**config.mk**
```make
export PLATFORM = sky130hd
export DESIGN_NAME = phy_rst_pwr_ctl
export DESIGN_NICKNAME = d
export VERILOG_FILES = /design/src/rtl/prc_pkg.sv /design/src/rtl/prc_sync.sv /design/src/rtl/prc_rst_qual.sv /design/src/rtl/prc_swrst.sv /design/src/rtl/prc_regs.sv /design/src/rtl/phy_rst_pwr_ctl.sv
export SDC_FILE = /design/constraint.sdc
export NUM_CORES = 1
export LEC_CHECK = 0
export ABC_CLOCK_PERIOD_IN_PS = 2560
export BUFFER_PORTS_ARGS = -buffer_cell sky130_fd_sc_hd__buf_2
export CAP_MARGIN = 0
export CORE_MARGIN = 1
export CORE_UTILIZATION = 50
export CTS_CLUSTER_SIZE = 24
export DETAILED_ROUTE_END_ITERATION = 12
export GPL_ROUTABILITY_DRIVEN = 0
export PLACE_DENSITY_LB_ADDON = 0.05
export SYNTH_ARGS = -nofsm -noshare
export SYNTH_HDL_FRONTEND = slang
export SYNTH_SLANG_ARGS = --single-unit
```
**constraint.sdc**
```tcl
create_clock -name clk -period 2.56 [get_ports clk]
set_clock_uncertainty 0.15 [all_clocks]
set_input_delay 0.256 -clock clk [delete_from_list [all_inputs] [get_ports clk]]
set_output_delay 0.256 -clock clk [all_outputs]
set_load 0.02 [all_outputs]
```
**src/rtl/prc_pkg.sv**
```systemverilog
package prc_pkg;
  // Register addresses and bit positions decoded by management software
  parameter int unsigned CTRL_ADDR = 0;
  parameter int unsigned FLT_ADDR  = 20;
  parameter int unsigned SWRST_BIT = 15;
  parameter int unsigned FAULT_BIT = 2;
endpackage

```
**src/rtl/prc_sync.sv**
```systemverilog
module prc_sync #(
  parameter int unsigned W      = 2,
  parameter int unsigned STAGES = 2
) (
  input  logic         clk,
  input  logic         rst,
  input  logic [W-1:0] d,
  output logic [W-1:0] q
);
  logic [STAGES-1:0][W-1:0] stg;

  always_ff @(posedge clk) begin
    if (rst) stg <= '0;
    else     stg <= {stg[STAGES-2:0], d};
  end

  assign q = stg[STAGES-1];
endmodule

```
**src/rtl/prc_rst_qual.sv**
```systemverilog
module prc_rst_qual #(
  parameter int unsigned QUAL_CYC    = 2,
  parameter int unsigned STRETCH_CYC = 75000
) (
  input  logic clk,
  input  logic rst,
  input  logic pin_n,
  output logic hold
);
  localparam int unsigned QW = $clog2(QUAL_CYC + 1);
  localparam int unsigned CW = $clog2(STRETCH_CYC + 1);

  logic [QW-1:0] low_run, low_run_d;
  logic [CW-1:0] cnt, cnt_d;
  logic          qual_now, qual_d, hold_q;

  assign qual_now = (low_run == QW'(QUAL_CYC));

  always_comb begin
    if (pin_n)                         low_run_d = '0;
    else if (low_run == QW'(QUAL_CYC)) low_run_d = low_run;
    else                               low_run_d = low_run + QW'(1);
    qual_d = (low_run_d == QW'(QUAL_CYC));
    // Reload while qualified; count down once the pin is released
    if (qual_now)         cnt_d = CW'(STRETCH_CYC);
    else if (cnt != '0)   cnt_d = cnt - CW'(1);
    else                  cnt_d = '0;
  end

  always_ff @(posedge clk) begin
    if (rst) begin
      low_run <= '0;
      cnt     <= CW'(STRETCH_CYC);
      hold_q  <= 1'b1;
    end else begin
      low_run <= low_run_d;
      cnt     <= cnt_d;
      hold_q  <= qual_d | (cnt_d != '0);
    end
  end

  assign hold = hold_q;
endmodule

```
**src/rtl/prc_swrst.sv**
```systemverilog
module prc_swrst #(
  parameter int unsigned SEQ_CYC = 16
) (
  input  logic clk,
  input  logic rst,
  input  logic start,
  output logic busy
);
  localparam int unsigned SW = $clog2(SEQ_CYC + 1);

  logic [SW-1:0] cnt;

  always_ff @(posedge clk) begin
    if (rst)              cnt <= '0;
    else if (start)       cnt <= SW'(SEQ_CYC);
    else if (cnt != '0)   cnt <= cnt - SW'(1);
  end

  assign busy = (cnt != '0);
endmodule

```
**src/rtl/prc_regs.sv**
```systemverilog
module prc_regs
  import prc_pkg::*;
#(
  parameter int unsigned ADDR_W  = 5,
  parameter int unsigned DATA_W  = 16,
  parameter int unsigned STRAP_W = 5
) (
  input  logic               clk,
  input  logic               rst,
  input  logic               blocked,
  input  logic               sw_busy,
  input  logic               fault,
  input  logic [STRAP_W-1:0] strap,
  input  logic               wr,
  input  logic               rd,
  input  logic [ADDR_W-1:0]  addr,
  input  logic [DATA_W-1:0]  wdata,
  output logic [DATA_W-1:0]  rdata,
  output logic [STRAP_W-1:0] cfg,
  output logic               start
);
  logic [DATA_W-1:0] ctl_q, word, busy_word;
  logic              wr_ok, hit_ctrl, hit_flt;

  assign wr_ok    = wr & ~blocked;
  assign hit_ctrl = (addr == ADDR_W'(CTRL_ADDR));
  assign hit_flt  = (addr == ADDR_W'(FLT_ADDR));
  assign start    = wr_ok & hit_ctrl & wdata[SWRST_BIT];

  // Control word storage; the self-clearing bit position is never stored
  always_ff @(posedge clk) begin
    if (rst)                             ctl_q <= '0;
    else if (blocked | sw_busy | start)  ctl_q <= DATA_W'(strap);
    else if (wr_ok & hit_ctrl)           ctl_q <= wdata & ~(DATA_W'(1) << SWRST_BIT);
  end

  always_comb begin
    busy_word = DATA_W'(sw_busy) << SWRST_BIT;
    word      = '0;
    if (hit_ctrl)     word = (ctl_q & ~(DATA_W'(1) << SWRST_BIT)) | busy_word;
    else if (hit_flt) word[FAULT_BIT] = fault;
  end

  always_ff @(posedge clk) begin
    if (rst)     rdata <= '0;
    else if (rd) rdata <= blocked ? '1 : word;
  end

  assign cfg = ctl_q[STRAP_W-1:0];
endmodule

```
**src/rtl/phy_rst_pwr_ctl.sv**
```systemverilog
module phy_rst_pwr_ctl
  import prc_pkg::*;
#(
  parameter int unsigned CLK_KHZ     = 250000,
  parameter int unsigned STRETCH_US  = 300,
  parameter int unsigned QUAL_CYC    = 2,
  parameter int unsigned SW_SEQ_CYC  = 16,
  parameter int unsigned STRAP_W     = 5,
  parameter int unsigned ADDR_W      = 5,
  parameter int unsigned DATA_W      = 16,
  parameter int unsigned SYNC_STAGES = 2
) (
  input  logic               clk,
  input  logic               rst,
  input  logic               rst_pin_n,
  input  logic               pdn_req,
  input  logic               supply_low,
  input  logic [STRAP_W-1:0] strap_in,
  input  logic               mg_wr,
  input  logic               mg_rd,
  input  logic [ADDR_W-1:0]  mg_addr,
  input  logic [DATA_W-1:0]  mg_wdata,
  output logic [DATA_W-1:0]  mg_rdata,
  output logic               core_rst,
  output logic               tx_en,
  output logic               func_en,
  output logic               mdo_oe,
  output logic [STRAP_W-1:0] cfg_out
);
  localparam int unsigned STRETCH_CYC = CLK_KHZ * STRETCH_US / 1000;

  logic [1:0] sync_q;
  logic       pdn_s, low_s;
  logic       hw_hold, sw_busy, sw_start;

  prc_sync #(.W(2), .STAGES(SYNC_STAGES)) u_sync (
    .clk(clk), .rst(rst), .d({pdn_req, supply_low}), .q(sync_q)
  );
  assign pdn_s = sync_q[1];
  assign low_s = sync_q[0];

  prc_rst_qual #(.QUAL_CYC(QUAL_CYC), .STRETCH_CYC(STRETCH_CYC)) u_qual (
    .clk(clk), .rst(rst), .pin_n(rst_pin_n), .hold(hw_hold)
  );

  prc_swrst #(.SEQ_CYC(SW_SEQ_CYC)) u_swrst (
    .clk(clk), .rst(rst), .start(sw_start), .busy(sw_busy)
  );

  prc_regs #(.ADDR_W(ADDR_W), .DATA_W(DATA_W), .STRAP_W(STRAP_W)) u_regs (
    .clk(clk), .rst(rst), .blocked(hw_hold), .sw_busy(sw_busy),
    .fault(low_s), .strap(strap_in), .wr(mg_wr), .rd(mg_rd),
    .addr(mg_addr), .wdata(mg_wdata), .rdata(mg_rdata),
    .cfg(cfg_out), .start(sw_start)
  );

  // Registered gates toward the rest of the device
  always_ff @(posedge clk) begin
    if (rst) begin
      core_rst <= 1'b1;
      tx_en    <= 1'b0;
      func_en  <= 1'b0;
      mdo_oe   <= 1'b0;
    end else begin
      core_rst <= hw_hold | sw_busy;
      tx_en    <= ~(hw_hold | sw_busy | low_s | pdn_s);
      func_en  <= ~(hw_hold | sw_busy | pdn_s);
      mdo_oe   <= ~hw_hold;
    end
  end
endmodule

```
Yosys cells after proc, flatten, opt, wreduce, memory -nomap -nowiden
Index checks and enable logic that the tools add are counted.
{"block": "word_totals", "input_bits": 33, "reg_bits": 64, "out_inout_bits": 25, "wordCells": 54}
{"block": "classes", "add_sub_neg": 3, "n_bitwise": 13, "mux": 13, "n_eq_ne": 3, "n_reduce_logical": 8}
{"op": "17-bit two-way mux", "count": 2}
{"op": "17-bit nonzero test", "count": 2}
{"op": "5-bit two-way mux", "count": 4}
{"op": "17-bit by 1-bit subtractor with 17-bit output (second input constant)", "count": 1}
{"op": "16-bit two-way mux", "count": 1}
{"op": "15-bit by 16-bit bitwise OR with 16-bit output", "count": 1}
{"op": "13-bit two-way mux", "count": 1}
{"op": "2-bit two-way mux", "count": 3}
{"op": "1-bit bitwise OR", "count": 6}
{"op": "5-bit equality test (second input constant)", "count": 1}
{"op": "5-bit logical NOT", "count": 1}
{"op": "5-bit nonzero test", "count": 1}
{"op": "5-bit by 1-bit subtractor with 5-bit output (second input constant)", "count": 1}
{"op": "2-bit equality test (second input constant)", "count": 2}
{"op": "2-bit nonzero test", "count": 2}
{"op": "2-bit OR reduction", "count": 2}
{"op": "1-bit bitwise AND", "count": 3}
{"op": "1-bit NOT", "count": 3}
{"op": "2-bit by 1-bit adder with 2-bit output (second input constant)", "count": 1}
{"op": "1-bit two-way mux", "count": 2}

Depth between registers and ports, before layout
{"block": "logic_depth", "depth_word": 6, "mapped_depth": 8, "depth_no_buf": 7}

Cells and area by module
A second synthesis with hierarchy kept.
{"block": "unflattened", "hier_cells": 345, "area_unflattened_um2": 3105.5}
{"module": "prc_regs", "instances": 1, "cells_each": 170, "seq_area_each_um2": 620.6, "area_per_inst_um2": 1481.4}
{"module": "prc_rst_qual", "instances": 1, "cells_each": 133, "seq_area_each_um2": 400.4, "area_per_inst_um2": 1172.4}
{"module": "prc_swrst", "instances": 1, "cells_each": 24, "seq_area_each_um2": 100.1, "area_per_inst_um2": 222.7}
{"module": "prc_sync", "instances": 1, "cells_each": 10, "seq_area_each_um2": 80.1, "area_per_inst_um2": 120.1}
{"module": "phy_rst_pwr_ctl", "instances": 1, "cells_each": 8, "seq_area_each_um2": 80.1, "area_per_inst_um2": 108.9}

Worst setup path before layout
Ideal clock, no wire load.
{"block": "synth_timing", "path_type": "flip-flop to flip-flop", "start": "reg u_swrst.cnt[0]", "end": "reg u_regs.ctl_q[0]", "stages_incl_launch_ff": 8, "slack_ns": 0.437, "synth_period_minus_slack_ns": 2.123, "arrival_ns": 1.839, "path_buffers": 1, "setup_ns": 0.134, "required_time_ns": 2.276, "path_cell_list": "dfxtp_1 -> inv_1 -> ha_1 -> or4b_1 -> buf_2 -> a311oi_4 -> mux2i_1 -> a211oi_1"}
{"block": "synth_via", "elab_chain_cells": 4, "word_cells_on_any_way": 5, "cone_classes": "mux: 1; bitwise: 2; reduce/logical: 2"}
{"item": "from (decl)", "line": "prc_swrst.sv:11", "rtl": "logic [SW-1:0] cnt;"}
{"item": "from (signal assigned)", "line": "prc_swrst.sv:15", "rtl": "else if (start) cnt <= SW'(SEQ_CYC);"}
{"item": "from (signal assigned)", "line": "prc_swrst.sv:16", "rtl": "else if (cnt != '0) cnt <= cnt - SW'(1);"}
{"item": "5-bit nonzero test (*)", "line": "prc_swrst.sv:19", "rtl": "assign busy = (cnt != '0);"}
{"item": "1-bit bitwise OR (*) (2 in a row)", "line": "prc_regs.sv:33", "rtl": "else if (blocked | sw_busy | start) ctl_q <= DATA_W'(strap);"}
{"item": "5-bit two-way mux / 2-bit nonzero test (equally long branches)"}
{"item": "to (signal assigned)", "line": "prc_regs.sv:33"}
{"item": "to (signal assigned)", "line": "prc_regs.sv:34", "rtl": "else if (wr_ok & hit_ctrl) ctl_q <= wdata & ~(DATA_W'(1) << SWRST_BIT);"}
{"item": "to (decl)", "line": "prc_regs.sv:22", "rtl": "logic [DATA_W-1:0] ctl_q, word, busy_word;"}
Every way passes the cells marked *; elsewhere a longest branch is shown, timed or not.
A chain may end at the register's enable or synchronous reset.

Final worst setup path
{"block": "layout_timing", "start": "reg u_swrst.cnt[0]", "end": "reg u_regs.ctl_q[2]"}
Same word-level chain as after synthesis.

==> impl_metrics.env <==
export IMPL_vias_per_cell=5.08
export IMPL_synth_top_family_by_area="simple AND/OR/NAND/NOR gates"
export IMPL_clk_pin_slew_ns=0.08
export IMPL_synthTopCellsByArea="dfxtp_1 48%, nor2_1 7.6%, mux2i_1 5.6%, nor3_1 5.1%, xnor2_1 4.3%"
export IMPL_antenna_left=0
export IMPL_dr_total_vias=2196
export IMPL_busiest_layer="met2"
export IMPL_fin_nets=394
export IMPL_min_path_type="primary input to flip-flop"
export IMPL_ctsLongestPathBuffers=2
export IMPL_synth_main_ff_cell="dfxtp_1"
export IMPL_ys_ff_latch=64
export IMPL_maxCapViolCount=0
export IMPL_post_route_period_util_pct=91.5
export IMPL_rsz0062_at_grt="false"
export IMPL_routed_wirelength_um=5610
export IMPL_root_buffer="clkbuf_8"
export IMPL_drv_slew=0
export IMPL_max_freq_mhz=427
export IMPL_hold_violations=1
export IMPL_syn_area_um2=2660
export IMPL_ios=58
export IMPL_core_area_um2=5110
export IMPL_outcome="finished, violations left"
export IMPL_met3_usage_pct=5.35
export IMPL_die_y_um=74.9
export IMPL_synth_common_cells="64 x dfxtp_1, 54 x nor2_1, 27 x nor3_1"
export IMPL_power_mw=2.48
export IMPL_final_setup_viol_count=0
export IMPL_yosysMostFrequentCell="dfxtp_1"
export IMPL_seq_area_frac_synth_pct=48.2
export IMPL_finalSetupTns_ns=0
export IMPL_async_flop_share_pct=0
export IMPL_cp_arrival_ns=2.40
export IMPL_max_slew_worst_pin_slew_ns=0.647
export IMPL_p_sw_mw=0.667
export IMPL_reg2reg_depth=6
export IMPL_die_area_um2=5610
export IMPL_seqPwrFrac_pct=45.2
export IMPL_clk_latency_ns=0.35
export IMPL_drive_gt1_share_pct=24.3
export IMPL_crit_required_ns=2.62
export IMPL_overflow=0
export IMPL_critPathKind="flip-flop to flip-flop"
export IMPL_antenna_found_initial=0
export IMPL_min_to="u_regs.ctl_q[6]"
export IMPL_relSlewSlack_pct=56.8
export IMPL_ir_worst_vdd_v=0.000534
export IMPL_finalCriticalPeriod_ns=2.34
export IMPL_start_kind="flip-flop"
export IMPL_drtIter0Drc=98
export IMPL_synth_edf_count=0
export IMPL_cp_end_kind="flip-flop"
export IMPL_p_clk_share_pct=39.9
export IMPL_wire_per_inst_um=13.0
export IMPL_ctsResizeCount=0
export IMPL_p_int_mw=1.81
export IMPL_r2r_end="u_regs.ctl_q[2]"
export IMPL_synthXorXnorAreaFrac_pct=5.27
export IMPL_n_fill_cell=438
export IMPL_dp_hpwl_um=3850
export IMPL_holdWs_ns=-0.0000452
export IMPL_ys_types=42
export IMPL_rrSetupSlack_ns=0.22
export IMPL_grt_use_met1_pct=27.6
export IMPL_synth_compound_area_share_pct=10.3
export IMPL_avgSynthCellArea_um2=9.14
export IMPL_initial_utilization_pct=52.1
export IMPL_cts_tree="built"
export IMPL_leakage_nw=1.34
export IMPL_swShare_pct=26.9
export IMPL_min_from="mg_wdata[6]"
export IMPL_hold_depth=3
export IMPL_grt_max_degree=25
export IMPL_synthMuxAreaShare_pct=5.65
export IMPL_critPathMaxFanout=6
export IMPL_syn_inst=291
export IMPL_violations="negative hold slack"
export IMPL_met2_usage_pct=33.8
export IMPL_n_antenna_cell=0
export IMPL_synth_nets=328
export IMPL_p_comb_share_pct=15.0
export IMPL_post_cts_buffers=0
export IMPL_reg2reg_from="u_swrst.cnt[0]"
export IMPL_area_growth_pct=24.8
export IMPL_cts_hold_buffers_added=10
export IMPL_p_per_area_nw_per_um2=746
export IMPL_numCtsBuffers=9
export IMPL_drcViolationCount=0
export IMPL_die_width_um=74.9
export IMPL_num_rows=26
export IMPL_synthAdderAreaFrac_pct=1.88
export IMPL_clock_sinks=64
export IMPL_yosys_area_share_simple_pct=23.9
export IMPL_grt_usage_pct=21.6
export IMPL_grt_first_pass_wirelength_um=8980
export IMPL_synth_warnings=0
export IMPL_yosysTopAreaCell="dfxtp_1"
export IMPL_cts_max_level=3
export IMPL_synth_top_area_share_pct=48.2
export IMPL_port_buffers=57
export IMPL_drt_pass1_iter_count=4
export IMPL_first_global_vias=2031
==> stage by stage <==
stage	cell area, µm²	setup WS (ns)	hold slack, ns	util [%]	cells
floorplan	2660	0.437	0.182	-	291
global placement	2990	0.297	0.259	58.5	406
detailed placement	2990	0.209	0.262	58.5	406
CTS	3320	0.189	0.00128	65.0	432
global route	3320	0.0587	0.0198	65.0	432
finish	3320	0.216	-0.0000452	65.0	432
==> worst max-delay path: stages, from the launching register on <==
cell and delay, ns:
dfxtp_1 0.32, inv_1 0.08, ha_1 0.21, or4b_1 0.60
a311oi_4 0.51, mux2i_1 0.25, a211oi_1 0.09
==> power by group through the flow <==
stage | Combinational (mW) | Clock (mW) | Sequential, mW
after floorplan | 0.249 | 0 | 1.14
after global placement | 0.353 | 0 | 1.14
after detailed placement | 0.360 | 0 | 1.14
after CTS | 0.374 | 0.997 | 1.12
after global routing | 0.422 | 1.04 | 1.13
final | 0.371 | 0.987 | 1.12
==> how the worst max path moves through the flow <==
stage | from | cells after the start | slack, ns | endpoint
final | u_swrst.cnt[0] | 6 | 0.22 | u_regs.ctl_q[2]
after global placement | u_swrst.cnt[0] | 6 | 0.30 | u_regs.ctl_q[0]
after CTS | u_swrst.cnt[0] | 6 | 0.19 | u_regs.ctl_q[2]
after floorplan | u_swrst.cnt[0] | 7 | 0.44 | u_regs.ctl_q[0]
after global routing | u_swrst.cnt[0] | 6 | 0.06 | u_regs.ctl_q[2]
after detailed placement | u_swrst.cnt[0] | 6 | 0.21 | u_regs.ctl_q[2]
==> area by class of cell <==
type	count	area, µm²	share of cell area, %
inverter	9	33.8	1.02
multi-input combinational	199	1250	37.6
tap	70	87.6	2.64
timing repair buffer	74	438	13.2
clock buffer	10	138	4.15
clock inverter	6	92.6	2.79
sequential	64	1280	38.6
==> registers in the layout, indices dropped and copies added, names as in the netlist <==
signal and count:
u_qual.cnt 17, u_regs.rdata 16, u_regs.ctl_q 15, u_swrst.cnt 5, u_qual.low_run 2, u_sync.q 2, u_sync.stg 2, core_rst 1
func_en 1, mdo_oe 1, tx_en 1, u_qual.hold 1
==> layout by cell type, fill, tap and decap left out, drive strengths merged, types with 4 or more instances in the layout <==
cell type    netlist  routed
nor2              54      54
ha                 4       4
nor2b              5       5
a21oi             17      17
a211oi             6       6
mux2i             15      15
nor3              27      27
o21ai              9       9
buf                8      64
xnor2             13      13
clkbuf            11      10
nor4               6       6
dlygate4sd3        0      10
nand2             11      11
inv                9       9
dfxtp             64      64
==> logic make-up (layout without fill, tap and decap cells) <==
logic type | count (synthesis) | after routing
multiplexers | 15 | 15
AO/OA/AOI/OAI | 42 | 42
AND/OR/NAND/NOR | 122 | 122
XOR/XNOR | 16 | 16
adder cells (fa/ha/maj) | 4 | 4
flip-flops | 64 | 64
buffers and inverters | 28 | 99
==> routing by layer <==
metal / part of all wire (%) / wire length, µm
met5: 0 / 0
met2: 44 / 2460
met1: 49 / 2730
met4: 2.0 / 113
met3: 5.4 / 305
Power figures use the tool's default switching activity.
